## src/rtl/sd_adc_sampler.sv

```systemverilog
module sd_adc_sampler #(
  parameter int RES_BITS = 5,
  parameter int WINDOW   = (1 << RES_BITS) - 1,
  parameter int CNT_W    = 32,
  parameter logic [CNT_W-1:0] CNT_INIT = '0
) (
  input  logic             clk,
  input  logic             rst_n,
  input  logic             sense_in,
  output logic             fb_out,
  output logic             fb_oe,
  output logic [CNT_W-1:0] sample_out,
  output logic             sample_valid
);
  localparam int TICK_W = $clog2(WINDOW);
  localparam logic [TICK_W-1:0] LAST_TICK = TICK_W'(WINDOW - 1);

  if (RES_BITS < 5 || RES_BITS > 14) begin : g_bad_res
    $error("RES_BITS must lie in 5..14");
  end
  if (WINDOW < 2) begin : g_bad_win
    $error("WINDOW must be at least 2");
  end

  logic             in_q;
  logic             primed;
  logic [CNT_W-1:0] run_cnt;
  logic [CNT_W-1:0] base_cnt;
  logic [TICK_W-1:0] tick;
  logic             at_end;

  assign at_end = (tick == LAST_TICK);
  assign fb_out = ~in_q;

  always_ff @(posedge clk or negedge rst_n) begin
    if (!rst_n) begin
      in_q         <= 1'b0;
      fb_oe        <= 1'b0;
      run_cnt      <= CNT_INIT;
      base_cnt     <= CNT_INIT;
      tick         <= '0;
      primed       <= 1'b0;
      sample_out   <= '0;
      sample_valid <= 1'b0;
    end else begin
      in_q         <= sense_in;
      fb_oe        <= 1'b1;
      run_cnt      <= run_cnt + CNT_W'(in_q);
      tick         <= at_end ? '0 : tick + 1'b1;
      sample_valid <= at_end && primed;
      if (at_end) begin
        sample_out <= run_cnt - base_cnt;
        base_cnt   <= run_cnt;
        primed     <= 1'b1;
      end
    end
  end

  assert_fb_inverse_R1: assert property (@(posedge clk) disable iff (!rst_n)
    $past(rst_n) |-> (fb_out == !$past(sense_in)));

  assert_count_step_R2: assert property (@(posedge clk) disable iff (!rst_n)
    $past(rst_n) |-> (run_cnt - $past(run_cnt) == CNT_W'($past(in_q))));

  assert_hold_between_R3: assert property (@(posedge clk) disable iff (!rst_n)
    ($past(rst_n) && !$past(at_end)) |-> $stable(sample_out));

  assert_one_clock_strobe_R6: assert property (@(posedge clk) disable iff (!rst_n)
    sample_valid |=> !sample_valid);

  assert_strobe_after_end_R6: assert property (@(posedge clk) disable iff (!rst_n)
    $rose(sample_valid) |-> ($past(at_end) && $past(primed)));
endmodule

```

## config.mk

```make
export PLATFORM = sky130hd
export DESIGN_NAME = sd_adc_sampler
export DESIGN_NICKNAME = d
export VERILOG_FILES = /design/src/rtl/sd_adc_sampler.sv
export SDC_FILE = /design/constraint.sdc
export NUM_CORES = 1
export LEC_CHECK = 0
export BUFFER_PORTS_ARGS = -buffer_cell sky130_fd_sc_hd__buf_2
export CAP_MARGIN = 20
export CORE_MARGIN = 1
export CORE_UTILIZATION = 51
export DETAILED_ROUTE_END_ITERATION = 7
export HOLD_SLACK_MARGIN = 0.03
export PLACE_DENSITY = 0.69
export SLEW_MARGIN = 30
export SYNTH_ARGS = -nofsm -noshare
export SYNTH_HDL_FRONTEND = slang
export SYNTH_SLANG_ARGS = --single-unit
```

## constraint.sdc

```tcl
create_clock -name clk -period 4.6 [get_ports clk]
set_clock_uncertainty 0.05 [all_clocks]
set_input_delay 0.46 -clock clk [delete_from_list [all_inputs] [get_ports clk]]
set_output_delay 0.46 -clock clk [all_outputs]
set_load 0.02 [all_outputs]
```

### Word-level counts from Yosys, hierarchy flattened

Cells that the tools add are included.

| word-level totals | value |
|---|---|
| flip-flop bits (word level) | 105 |
| output and inout bits | 35 |
| word-level logic and storage cells | 15 |
| input bits | 3 |

| cells by class | value |
|---|---|
| add/subtract/negate cells | 3 |
| mux-type cells | 1 |
| equality and inequality tests | 1 |
| bitwise logic cells | 1 |
| reduce and logical (&&, ||, !) cells | 1 |

Operators with widths:

| operator | number |
|---|---|
| $add A32 B1 Y32 | 1 |
| $sub A32 B32 Y32 | 1 |
| $add A5 B1 Y5 const B | 1 |
| $eq A5 B5 Y1 const B | 1 |
| $mux W5 | 1 |
| $logic_and A1 B1 Y1 | 1 |
| $not A1 Y1 | 1 |

### Depth between registers and ports, before layout

Gate-level depths: netlist of run 1.

| depth | value |
|---|---|
| word-level depth | 2 |
| mapped depth | 10 |
| depth with buffers taken out | 10 |

### Worst setup path after synthesis of run 1

OpenSTA, ideal clock, no wires.

| timing | value |
|---|---|
| kind | flip-flop to flip-flop |
| start | register run_cnt[0] |
| end | register sample_out[18] |
| path buffers | 0 |
| arrival | 2,210 ps |
| required time | 4,419 ps |
| stages on the path, launching flop included | 11 |
| library setup time | 131 ps |
| period minus slack after synthesis | 2,392 ps |
| setup slack | 2,208 ps |
| path through | dfrtp_1 -> inv_1 -> ha_1 -> fa_1 -> nand2b_1 -> a21o_1 -> nor2b_4 -> o21bai_2 -> a21oi_1 -> and4_1 -> or3_1 |

| between the ends | value |
|---|---|
| cells in the longest elaborated chain, start to end | 1 |

RTL lines:

| item | line | text |
|---|---|---|
| start: declaration | 27 | `logic [CNT_W-1:0] run_cnt;` |
| start signal: assignment | 48 | `run_cnt <= run_cnt + CNT_W'(in_q);` |
| $sub A32 B32 Y32 | 52 | `sample_out <= run_cnt - base_cnt;` |
| end signal: assignment | 52 |  |
| end: declaration | 12 | `output logic [CNT_W-1:0] sample_out,` |

No other way between the ends.
A chain may end at the register's enable or synchronous reset.

### Final worst setup path of run 1

| timing | value |
|---|---|
| start | register run_cnt[17] |
| end | register sample_out[31] |

Same word-level chain as after synthesis.

==> metrics.md, run 1 <==
| Metric | Value |
|---|---|
| Final setup viols | `0` |
| H-tree depth | `3` |
| Cts repair resizes | `0` |
| Worst path top cell family by delay | `compound AO/OA/AOI/OAI gates` |
| Worst VDD drop | `413 uV` |
| CTS Hold Bufs | `0` |
| Routed WL | `13.1 mm` |
| Setup TNS | `0 ps` |
| Reg power frac | `33.8%` |
| Number of flops mapped to enable cells by yosys | `0` |
| Multi-input gate area | `3080 um2` |
| CP bufs+invs | `0` |
| Worst-Skew Late Latency | `360 ps` |
| Routed Antenna Nets | `0` |
| First-pass GRT wire length | `21.7 mm` |
| Grt ovf | `0` |
| Switching Power | `1.46 mW` |
| Worst setup SP type | `register` |
| GPL Wtd Cong | `0.919` |
| CTS tree | `done` |
| Number of vias in the routed layout | `4,662` |
| Post-synth top area share | `43.9%` |
| FF-to-FF End | `sample_out[31]` |
| Syn. warnings | `0` |
| Die area | `12,200 um2` |
| Max cap viols | `0` |
| Worst EP required | `4820 ps` |
| Ys flop type | `dfrtp_1` |
| CP endpoint kind | `register` |
| Site Rows | `39` |
| Cell area after layout | `6560 um2` |
| Final hold slack | `143 ps` |
| Rel. slew slack | `45.2%` |
| Routed WL per cell | `15.9 um` |
| CTS clk-pin slew, worst paths | `70 ps` |
| Core area | `11,400 um2` |
| Worst path arrival time | `2880 ps` |
| Global Route Usage Sum | `23.5%` |
| CP startpoint | `run_cnt[17]` |
| Combinational Power Share | `44.8%` |
| Final hold vios | `0` |
| Synthesized net count | `692` |
| Initial DRC count | `268` |
| Internal power | `2.24 mW` |
| Initial core utilization | `52.5%` |
| Synth area leader | `dfrtp_1` |
| Clk network pwr share | `21.4%` |
| Via density per instance | `5.66` |
| Ant. Diodes | `0` |
| Syn_area_per_cell | `9.17 um2` |
| Reg-to-reg slack, setup | `1940 ps` |
| Post-CTS Setup Inserts | `0` |
| Fillers | `998` |
| Synth-to-Final Area Change | `9.48%` |
| Async SR Flop Fraction | `100%` |
| Overall power | `3.69 mW` |
| Number of synthesized register bits | `105` |
| R2R depth | `8` |
| Cell area after placement | `6250 um2` |
| DR DRC count | `0` |
| Critical Path Max Stage Delay | `510 ps` |
| TritonRoute pass-1 iters | `4` |
| Setup CP Type | `register to register` |
| Num CTS Buffers | `9` |
| Root Driver | `clkbuf_16` |
| Synthesized area | `5990 um2` |
| Crit path max fanout | `9` |
| Largest net degree at the start of global routing | `66` |
| Register area | `2630 um2` |
| Pwr per Cell Area | `563 nW/um2` |
| Vias in the first global route | `4,375` |
| Worst Tran Pin Value | `819 ps` |
| Max Fclk | `376 MHz` |
| Post-synth cell types | `64` |
| Clock tree buffer depth | `2` |
| Gate count of the mapped netlist | `653` |
| Initial antenna violation count | `0` |
| Unrepaired setup endpoints after global routing | `no` |
| Leak pwr | `3.21 nW` |
| Sequential area share after synthesis | `43.9%` |
| Switching Fraction | `39.4%` |
| Final HPWL DP | `9.72 mm` |
| Min-delay worst type | `input port to async pin` |
| Top cells by area, synth | `dfrtp_1, ha_1, nand2_1` |
| NumNets Final | `715` |
| Minimum clock period | `2660 ps` |
| Pins Over Slew Limit | `0` |
| Final core utilization | `57.4%` |
| Crit-path cells | `ha_1 > o21ai_0 > o21bai_1 > nor2_1 > a31oi_1 > nand4_1 > mux2_1 > o211ai_1` |
| Slowest cell on crit path | `ha_1` |
| I/O pin cnt | `38` |
| Period utilisation layout | `57.8%` |
| Port bufs | `37` |
| Fraction of layout cells with a size suffix above 1 | `11.3%` |
| Die H | `110 um` |
| Die extent in x | `110 um` |
| Status | `finished, final reports clean` |
| Clock sink count | `105` |
| RR Startpoint | `run_cnt[17]` |
-- kinds of logic (layout without fill, tap and decap cells) --
logic type | after synthesis | after routing | share of synthesized area [%]
AOI/OAI and AO/OA | 153 | 153 | 16.2
and+or+nand+nor | 229 | 229 | 18.4
buffers and inverters | 68 | 96 | 4.74
xor gates and xnor gates | 55 | 55 | 8.04
adders and majority gates | 36 | 36 | 7.64
muxes | 6 | 6 | 1.04
other | 1 | 1 | 0.0626
DFF | 105 | 105 | 43.9
-- sequential cells by signal (all words and copies together), names as in the netlist --
register / count
sample_valid: 1
tick: 5
sample_out: 32
primed: 1
in_q: 1
base_cnt: 32
run_cnt: 32
fb_oe: 1
-- area by class of cell --
cell class | count | area share (%)
Sequential cell | 105 | 40.1
Timing Repair Buffer | 41 | 3.32
Clock buffer | 12 | 3.91
Tap cell | 143 | 2.73
Multi-Input combinational cell | 480 | 47.0
Clock inverter | 4 | 0.782
Inverter | 39 | 2.23
-- placed cells by master (no fill, tap or decap), drive strengths merged, types with 11 or more instances in the layout --
cell type and n:
a21o 11, a21oi 26, buf 41, clkbuf 12, dfrtp 105, ha 35
inv 39, nand2 105, nand3 24, nand4 19, nor2 35, o21ai 68
xnor2 31, xor2 24
-- stage by stage --
stage / setup slack (ps) / std cells
after floorplan: 2210 / 653
after global placement: 2060 / 808
after detailed placement: 2000 / 808
after CTS: 1960 / 824
after global routing: 1770 / 824
final: 1940 / 824
-- synth_stat cells, types with 3 or more instances --
| cell type | count |
|---|---|
| and3_1 | 8 |
| nor4_1 | 3 |
| o21ai_0 | 61 |
| xor2_1 | 24 |
| o21bai_1 | 4 |
| nand2b_1 | 8 |
| inv_1 | 39 |
| buf_1 | 3 |
| and4_1 | 3 |
| o21ai_1 | 7 |
| nor3_1 | 6 |
| ha_1 | 35 |
| o211ai_1 | 8 |
| o21a_1 | 3 |
| xnor2_1 | 31 |
| nor2_1 | 35 |
| a31oi_1 | 9 |
| nand3_1 | 24 |
| nand4_1 | 17 |
| nand2_1 | 104 |
| a21o_1 | 11 |
| mux2i_1 | 4 |
| nor2b_1 | 6 |
| dfrtp_1 | 105 |
| a21oi_1 | 25 |
| buf_2 | 5 |
| clkbuf_1 | 17 |
| o31ai_1 | 3 |
-- per-layer routing --
layer | GRT usage (%) | vias to the layer above | share of wire [%]
li1 | - | 2306 | -
met1 | 33.2 | 2240 | 50
met2 | 36.0 | 95 | 44
met3 | 3.35 | 21 | 3.9
met4 | 9.77 | 0 | 2.1
met5 | 0 | - | 0
-- power by group through the flow --
stage          sequential (mW)  combinational [mW]  clock [mW]
2_1_floorplan             1.41                1.03           0
3_3_place_gp              1.25                1.63           0
3_5_place_dp              1.26                1.65           0
4_1_cts                   1.25                1.66       0.810
5_1_grt                   1.28                1.83       0.837
6_report                  1.25                1.65       0.790
-- worst max-delay path by stage --
| stage | end | slack [ps] | cells past startpoint |
|---|---|---|---|
| after detailed placement | sample_out[31] | 2000 | 8 |
| after CTS | sample_out[31] | 1960 | 8 |
| after global placement | sample_out[28] | 2060 | 10 |
| final | sample_out[31] | 1940 | 8 |
| after global routing | sample_out[31] | 1770 | 8 |
| after floorplan | sample_out[18] | 2210 | 10 |
Note: power is estimated with default switching activity, not from simulation.
==> run 2: changes to the inputs <==
==> constraint.sdc (replaced) <==
create_clock -name clk -period 2.45 [get_ports clk]
set_clock_uncertainty 0.05 [all_clocks]
set_input_delay 0.245 -clock clk [delete_from_list [all_inputs] [get_ports clk]]
set_output_delay 0.245 -clock clk [all_outputs]
set_load 0.02 [all_outputs]
==> metrics.md, run 2 (synthesis results as in run 1) <==
| Metric | Value |
|---|---|
| Status | `finished, final reports clean` |
| Most frequent cells in the layout | `dfrtp_1, nand2_1, buf_4, o21ai_0, inv_1` |
| Worst EP required | `2630 ps (-2190 ps)` |
| CP endpoint kind | `register` |
| Num CTS Buffers | `9 (unchanged)` |
| Clock tree buffer depth | `2 (unchanged)` |
| Synth-to-Final Area Change | `20.3%` |
| Largest net degree at the start of global routing | `51 (-23%)` |
| Fillers | `950 (-4.8%)` |
| Setup TNS | `0 ps (unchanged)` |
| R2R depth | `10 (+2)` |
| Vias in the first global route | `4,492 (+2.7%)` |
| Reg-to-reg slack, setup | `50 ps (-1890 ps)` |
| Setup WS post-layout | `54.9 ps (-1890 ps)` |
| Final hold slack | `405 ps (+262 ps)` |
| Pwr per Cell Area | `1020 nW/um2 (+82%)` |
| Port bufs | `37 (unchanged)` |
| Root Driver | `clkbuf_16` |
| Worst-Skew Late Latency | `360 ps (about the same)` |
| Gr busiest metal | `met2` |
| Min-delay worst type | `input port to async pin` |
| Routed WL per cell | `15.8 um (-0.54%)` |
| DR DRC count | `0 (unchanged)` |
| Initial antenna violation count | `0 (unchanged)` |
| Crit path max fanout | `3 (-6)` |
| CTS tree | `done` |
| Final HPWL DP | `10.3 mm (+5.9%)` |
| Fraction of layout cells with a size suffix above 1 | `21.7% (+10 points)` |
| Number of vias in the routed layout | `4,909 (+5.3%)` |
| Minimum clock period | `2400 ps (-264 ps)` |
| Routed Antenna Nets | `0 (unchanged)` |
| Die H | `110 um (unchanged)` |
| Leak pwr | `3.52 nW (+9.8%)` |
| First-pass GRT wire length | `22.1 mm (+2.2%)` |
| Clock sink count | `105 (unchanged)` |
| Worst path arrival time | `2570 ps (-310 ps)` |
| Via density per instance | `5.55 (-1.8%)` |
| Final setup viols | `0 (unchanged)` |
| Non-Filler Instances | `884 (+7.3%)` |
| Max cap viols | `0 (unchanged)` |
| Global Route Usage Sum | `24.0% (+0.49 points)` |
| Routed WL | `14.0 mm (+6.7%)` |
| FF-to-FF End | `sample_out[24]` |
| Met1 usage | `34.2% (+0.95 points)` |
| Site Rows | `39 (unchanged)` |
| Initial DRC count | `305 (+14%)` |
| Worst Tran Pin Value | `679 ps (-141 ps)` |
| Pins Over Slew Limit | `0 (unchanged)` |
| Setup CP Type | `register to register` |
| Grt ovf | `0 (unchanged)` |
| TritonRoute pass-1 iters | `4 (unchanged)` |
| Die extent in x | `110 um (unchanged)` |
| Unrepaired setup endpoints after global routing | `yes` |
| Worst VDD drop | `976 uV (+140%)` |
| NumNets Final | `775 (+8.4%)` |
| Global routing usage on met3 | `3.64% (+0.29 points)` |
| Core area | `11,400 um2 (unchanged)` |
| Initial core utilization | `52.5% (unchanged)` |
| Commonest non-fill, non-tap cell in the layout | `dfrtp_1` |
| Die area | `12,200 um2 (unchanged)` |
| Setup WS pre-CTS | `-15.4 ps (-2010 ps)` |
| GPL Wtd Cong | `0.892 (-2.9%)` |
| Period utilisation layout | `97.8% (+40 points)` |
| Max Fclk | `418 MHz (+11%)` |
| Dpl cells | `859 (+6.3%)` |
| RR Startpoint | `run_cnt[0]` |
| Ant. Diodes | `0 (unchanged)` |
| Biggest regs | `base_cnt (32), run_cnt (32), sample_out (32)` |
| CTS clk-pin slew, worst paths | `70 ps (about the same)` |
| I/O pin cnt | `38 (unchanged)` |
| Final hold vios | `0 (unchanged)` |
| GRT met2 Usage | `36.8% (+0.75 points)` |
| Worst setup SP type | `register` |
| H-tree depth | `3 (unchanged)` |
| Rel. slew slack | `54.8% (+9.5 points)` |
run 2: area by class of cell:
type	count	area, um2	area share [%]
inverter	39	146	2.03
sequential	105	2630	36.5
tap	143	179	2.48
clock inverter	3	23.8	0.330
timing repair buffer	101	698	9.69
clock buffer	13	270	3.75
multi-input combinational	480	3260	45.2
run 2: worst max path at each step:
stage	from	end	cells after the start
3_5_place_dp	run_cnt[0]	sample_out[18]	10
2_1_floorplan	run_cnt[0]	sample_out[18]	10
3_3_place_gp	run_cnt[0]	sample_out[18]	10
4_1_cts	run_cnt[10]	sample_out[31]	9
6_report	run_cnt[0]	sample_out[24]	10
5_1_grt	run_cnt[0]	sample_out[24]	10
run 2: where the power goes:
group          internal (mW)  switching, mW  total [mW]
logic                   1.63           2.02        3.65
clock network          0.775          0.641        1.42
registers               2.10          0.209        2.31
run 2: worst max-delay path, stage by stage, from the launching register on:
cell      delay (ps)
dfrtp_1          380
inv_2             70
ha_4             160
fa_2             350
nand2b_4         150
a21o_1           210
a21oi_2          170
o211ai_1         170
a21oi_1          220
mux2i_1          210
o311ai_1         110
run 2: routing by layer:
metal,vias to the layer above,routed length (um)
met4,0,210
met5,-,0
met1,2359,6690
met2,109,6510
met3,15,586
li1,2426,-
run 2: through the flow:
stage          utilization, %  cell area, um2  total power [mW]
2_1_floorplan               -            5990              4.59
3_3_place_gp             58.3            6660              5.63
3_5_place_dp             58.3            6660              5.69
4_1_cts                  61.2            6980              7.13
5_1_grt                  63.1            7200              7.88
6_report                 63.1            7200              7.37
run 2: repair_timing:
item	4_1_cts	5_1_grt
setup endpoints to repair	3	12
pin swaps	0	19
setup buffers	1	6
endpoints found under the hold margin	49	0
resized for setup	1	34
hold buffers	2	0
==> run 3: changes to the inputs <==
==> constraint.sdc (replaced) <==
create_clock -name clk -period 2.5 [get_ports clk]
set_clock_uncertainty 0.05 [all_clocks]
set_input_delay 0.25 -clock clk [delete_from_list [all_inputs] [get_ports clk]]
set_output_delay 0.25 -clock clk [all_outputs]
set_load 0.02 [all_outputs]
==> metrics.md, run 3 (synthesis results as in run 1) <==
| Metric | Value |
|---|---|
| Cell area after layout | `7090 um2 (-1.6%)` |
| Max Fclk | `414 MHz (-0.93%)` |
| Min-delay worst type | `input port to async pin` |
| Cell area after placement | `6610 um2 (-0.68%)` |
| Critical Path Max Stage Delay | `430 ps (+50 ps)` |
| Internal power | `4.45 mW (-1.2%)` |
| Final HPWL DP | `9.93 mm (-3.5%)` |
| Rel. slew slack | `56.6% (+1.8 points)` |
| Switching Power | `2.84 mW (-1.1%)` |
| Worst VDD drop | `965 uV (-1.1%)` |
| Worst setup SP type | `register` |
| Final hold vios | `0 (unchanged)` |
| Initial core utilization | `52.5% (unchanged)` |
| Largest net degree at the start of global routing | `106 (+110%)` |
| Vias in the first global route | `4,465 (-0.60%)` |
| Period utilisation layout | `96.7% (-1.1 points)` |
| CTS clk-pin slew, worst paths | `70 ps (about the same)` |
| Crit-path cells | `ha_1 > a21o_1 > o21bai_1 > a221oi_2 > o211ai_4 > a221oi_2 > xor2_1 > o21ai_1` |
| Routed WL | `13.7 mm (-2.0%)` |
| Synth-to-Final Area Change | `18.3%` |
| Global Route Usage Sum | `24.0% (about the same)` |
| Clock tree buffer depth | `2 (unchanged)` |
| Switching Fraction | `38.9% (about the same)` |
| Worst EP required | `2700 ps (+70 ps)` |
| H-tree depth | `3 (unchanged)` |
| Slowest cell on crit path | `dfrtp_1` |
| Fillers | `969 (+2.0%)` |
| Biggest regs | `base_cnt (32), run_cnt (32), sample_out (32)` |
| Max cap viols | `0 (unchanged)` |
| GPL Wtd Cong | `0.885 (-0.81%)` |
| CP endpoint kind | `register` |
| Via density per instance | `5.58 (+0.49%)` |
| Fraction of layout cells with a size suffix above 1 | `19.6% (-2.1 points)` |
| Die extent in x | `110 um (unchanged)` |
| CTS tree | `done` |
| First-pass GRT wire length | `22.2 mm (+0.19%)` |
| Final setup viols | `0 (unchanged)` |
| Setup CP Type | `register to register` |
| Crit path max fanout | `4 (+1)` |
| Most frequent cells in the layout | `nand2_1, dfrtp_1, o21ai_0, buf_4, inv_1` |
| Die area | `12,200 um2 (unchanged)` |
| Ant. Diodes | `0 (unchanged)` |
| Status | `finished, final reports clean` |
| Grt ovf | `0 (unchanged)` |
| Minimum clock period | `2420 ps (+22.6 ps)` |
| Clock sink count | `105 (unchanged)` |
| Port bufs | `37 (unchanged)` |
| Worst path arrival time | `2620 ps (+50 ps)` |
| Leak pwr | `3.47 nW (-1.3%)` |
| Initial DRC count | `351 (+15%)` |
| Site Rows | `39 (unchanged)` |
| Combinational Power Share | `47.7% (-1.8 points)` |
| Pwr per Cell Area | `1030 nW/um2 (+0.43%)` |
| NumNets Final | `763 (-1.5%)` |
| Worst Tran Pin Value | `651 ps (-27.6 ps)` |
| Initial antenna violation count | `0 (unchanged)` |
| Core area | `11,400 um2 (unchanged)` |
| Final core utilization | `62.1% (-1.0 points)` |
| Routed Antenna Nets | `0 (unchanged)` |
| Die H | `110 um (unchanged)` |
| I/O pin cnt | `38 (unchanged)` |
| Num CTS Buffers | `9 (unchanged)` |
| Routed WL per cell | `15.7 um (-0.67%)` |
| Clk network pwr share | `21.4% (+2.2 points)` |
| Reg power frac | `30.8% (-0.5 points)` |
| Worst-Skew Late Latency | `360 ps (about the same)` |
| DR DRC count | `0 (unchanged)` |
| Pins Over Slew Limit | `0 (unchanged)` |
| Critical path's most frequent cell | `a221oi_2` |
| Unrepaired setup endpoints after global routing | `yes` |
| Number of vias in the routed layout | `4,866 (-0.88%)` |
| TritonRoute pass-1 iters | `5 (+1)` |
| Root Driver | `clkbuf_16` |
-- run 3: area by class of cell --
class                      count  area [um2]  share of cell area (%)
sequential                   105        2630                    37.1
timing repair buffer          89         608                    8.58
inverter                      39         146                    2.07
clock buffer                   9         225                    3.18
tap                          143         179                    2.52
clock inverter                 7         101                    1.43
multi-input combinational    480        3200                    45.1
-- run 3: power groups by stage --
| stage | clock network (mW) | registers [mW] | logic (mW) |
|---|---|---|---|
| floorplan | 0 | 2.60 | 1.90 |
| global placement | 0 | 2.27 | 3.19 |
| detailed placement | 0 | 2.28 | 3.24 |
| CTS | 1.58 | 2.25 | 3.28 |
| global route | 1.64 | 2.30 | 3.83 |
| finish | 1.56 | 2.25 | 3.48 |
-- run 3: critical path, delay by kind of cell (launching register included) --
kind / cells / cell delay (ps)
compound gates: 6 / 1300
flops: 1 / 430
fa+ha+maj: 1 / 350
xor+xnor: 1 / 180
-- run 3: timing repair --
action | in CTS | in global routing
endpoints found under the setup margin | 3 | 12
resized for setup | 1 | 23
hold buffers | 2 | 0
gates cloned | 0 | 0
endpoints found under the hold margin | 106 | 0
pin swaps | 0 | 7
buffers inserted | 0 | 1
-- run 3: metrics by stage --
step | worst slack (ps) | TNS [ps] | hold slack (ps) | instances | power (mW)
after global routing | -65.1 | -112 | 453 | 872 | 7.77
after CTS | 29.2 | 0 | 421 | 871 | 7.11
after global placement | 80.3 | 0 | 309 | 853 | 5.45
final | 82.3 | 0 | 407 | 872 | 7.29
after detailed placement | -17.5 | -17.9 | 310 | 853 | 5.52
after floorplan | 108 | 0 | -95.6 | 653 | 4.50
-- run 3: routing by layer --
metal / global-route usage (%) / part of all wire [%] / vias up / wire length (um)
li1: - / - / 2405 / -
met1: 34.6 / 49 / 2317 / 6700
met2: 36.0 / 44 / 126 / 6090
met3: 3.70 / 4.9 / 18 / 666
met4: 9.49 / 2.0 / 0 / 269
met5: 0 / 0 / - / 0
-- run 3: final timing paths --
| kind | from | to | slack (ps) | cells after the start |
|---|---|---|---|---|
| min in group clk | primed | primed | 410 | 1 |
| worst max-delay path | run_cnt[13] | sample_out[26] | 80 | 8 |
| worst max register to register | run_cnt[13] | sample_out[26] | 80 | 8 |
| max in group asynchronous | rst_n | run_cnt[7] | 1450 | 3 |
| worst min-delay path | rst_n | run_cnt[4] | 410 | 3 |
| worst min register to register | primed | primed | 410 | 1 |
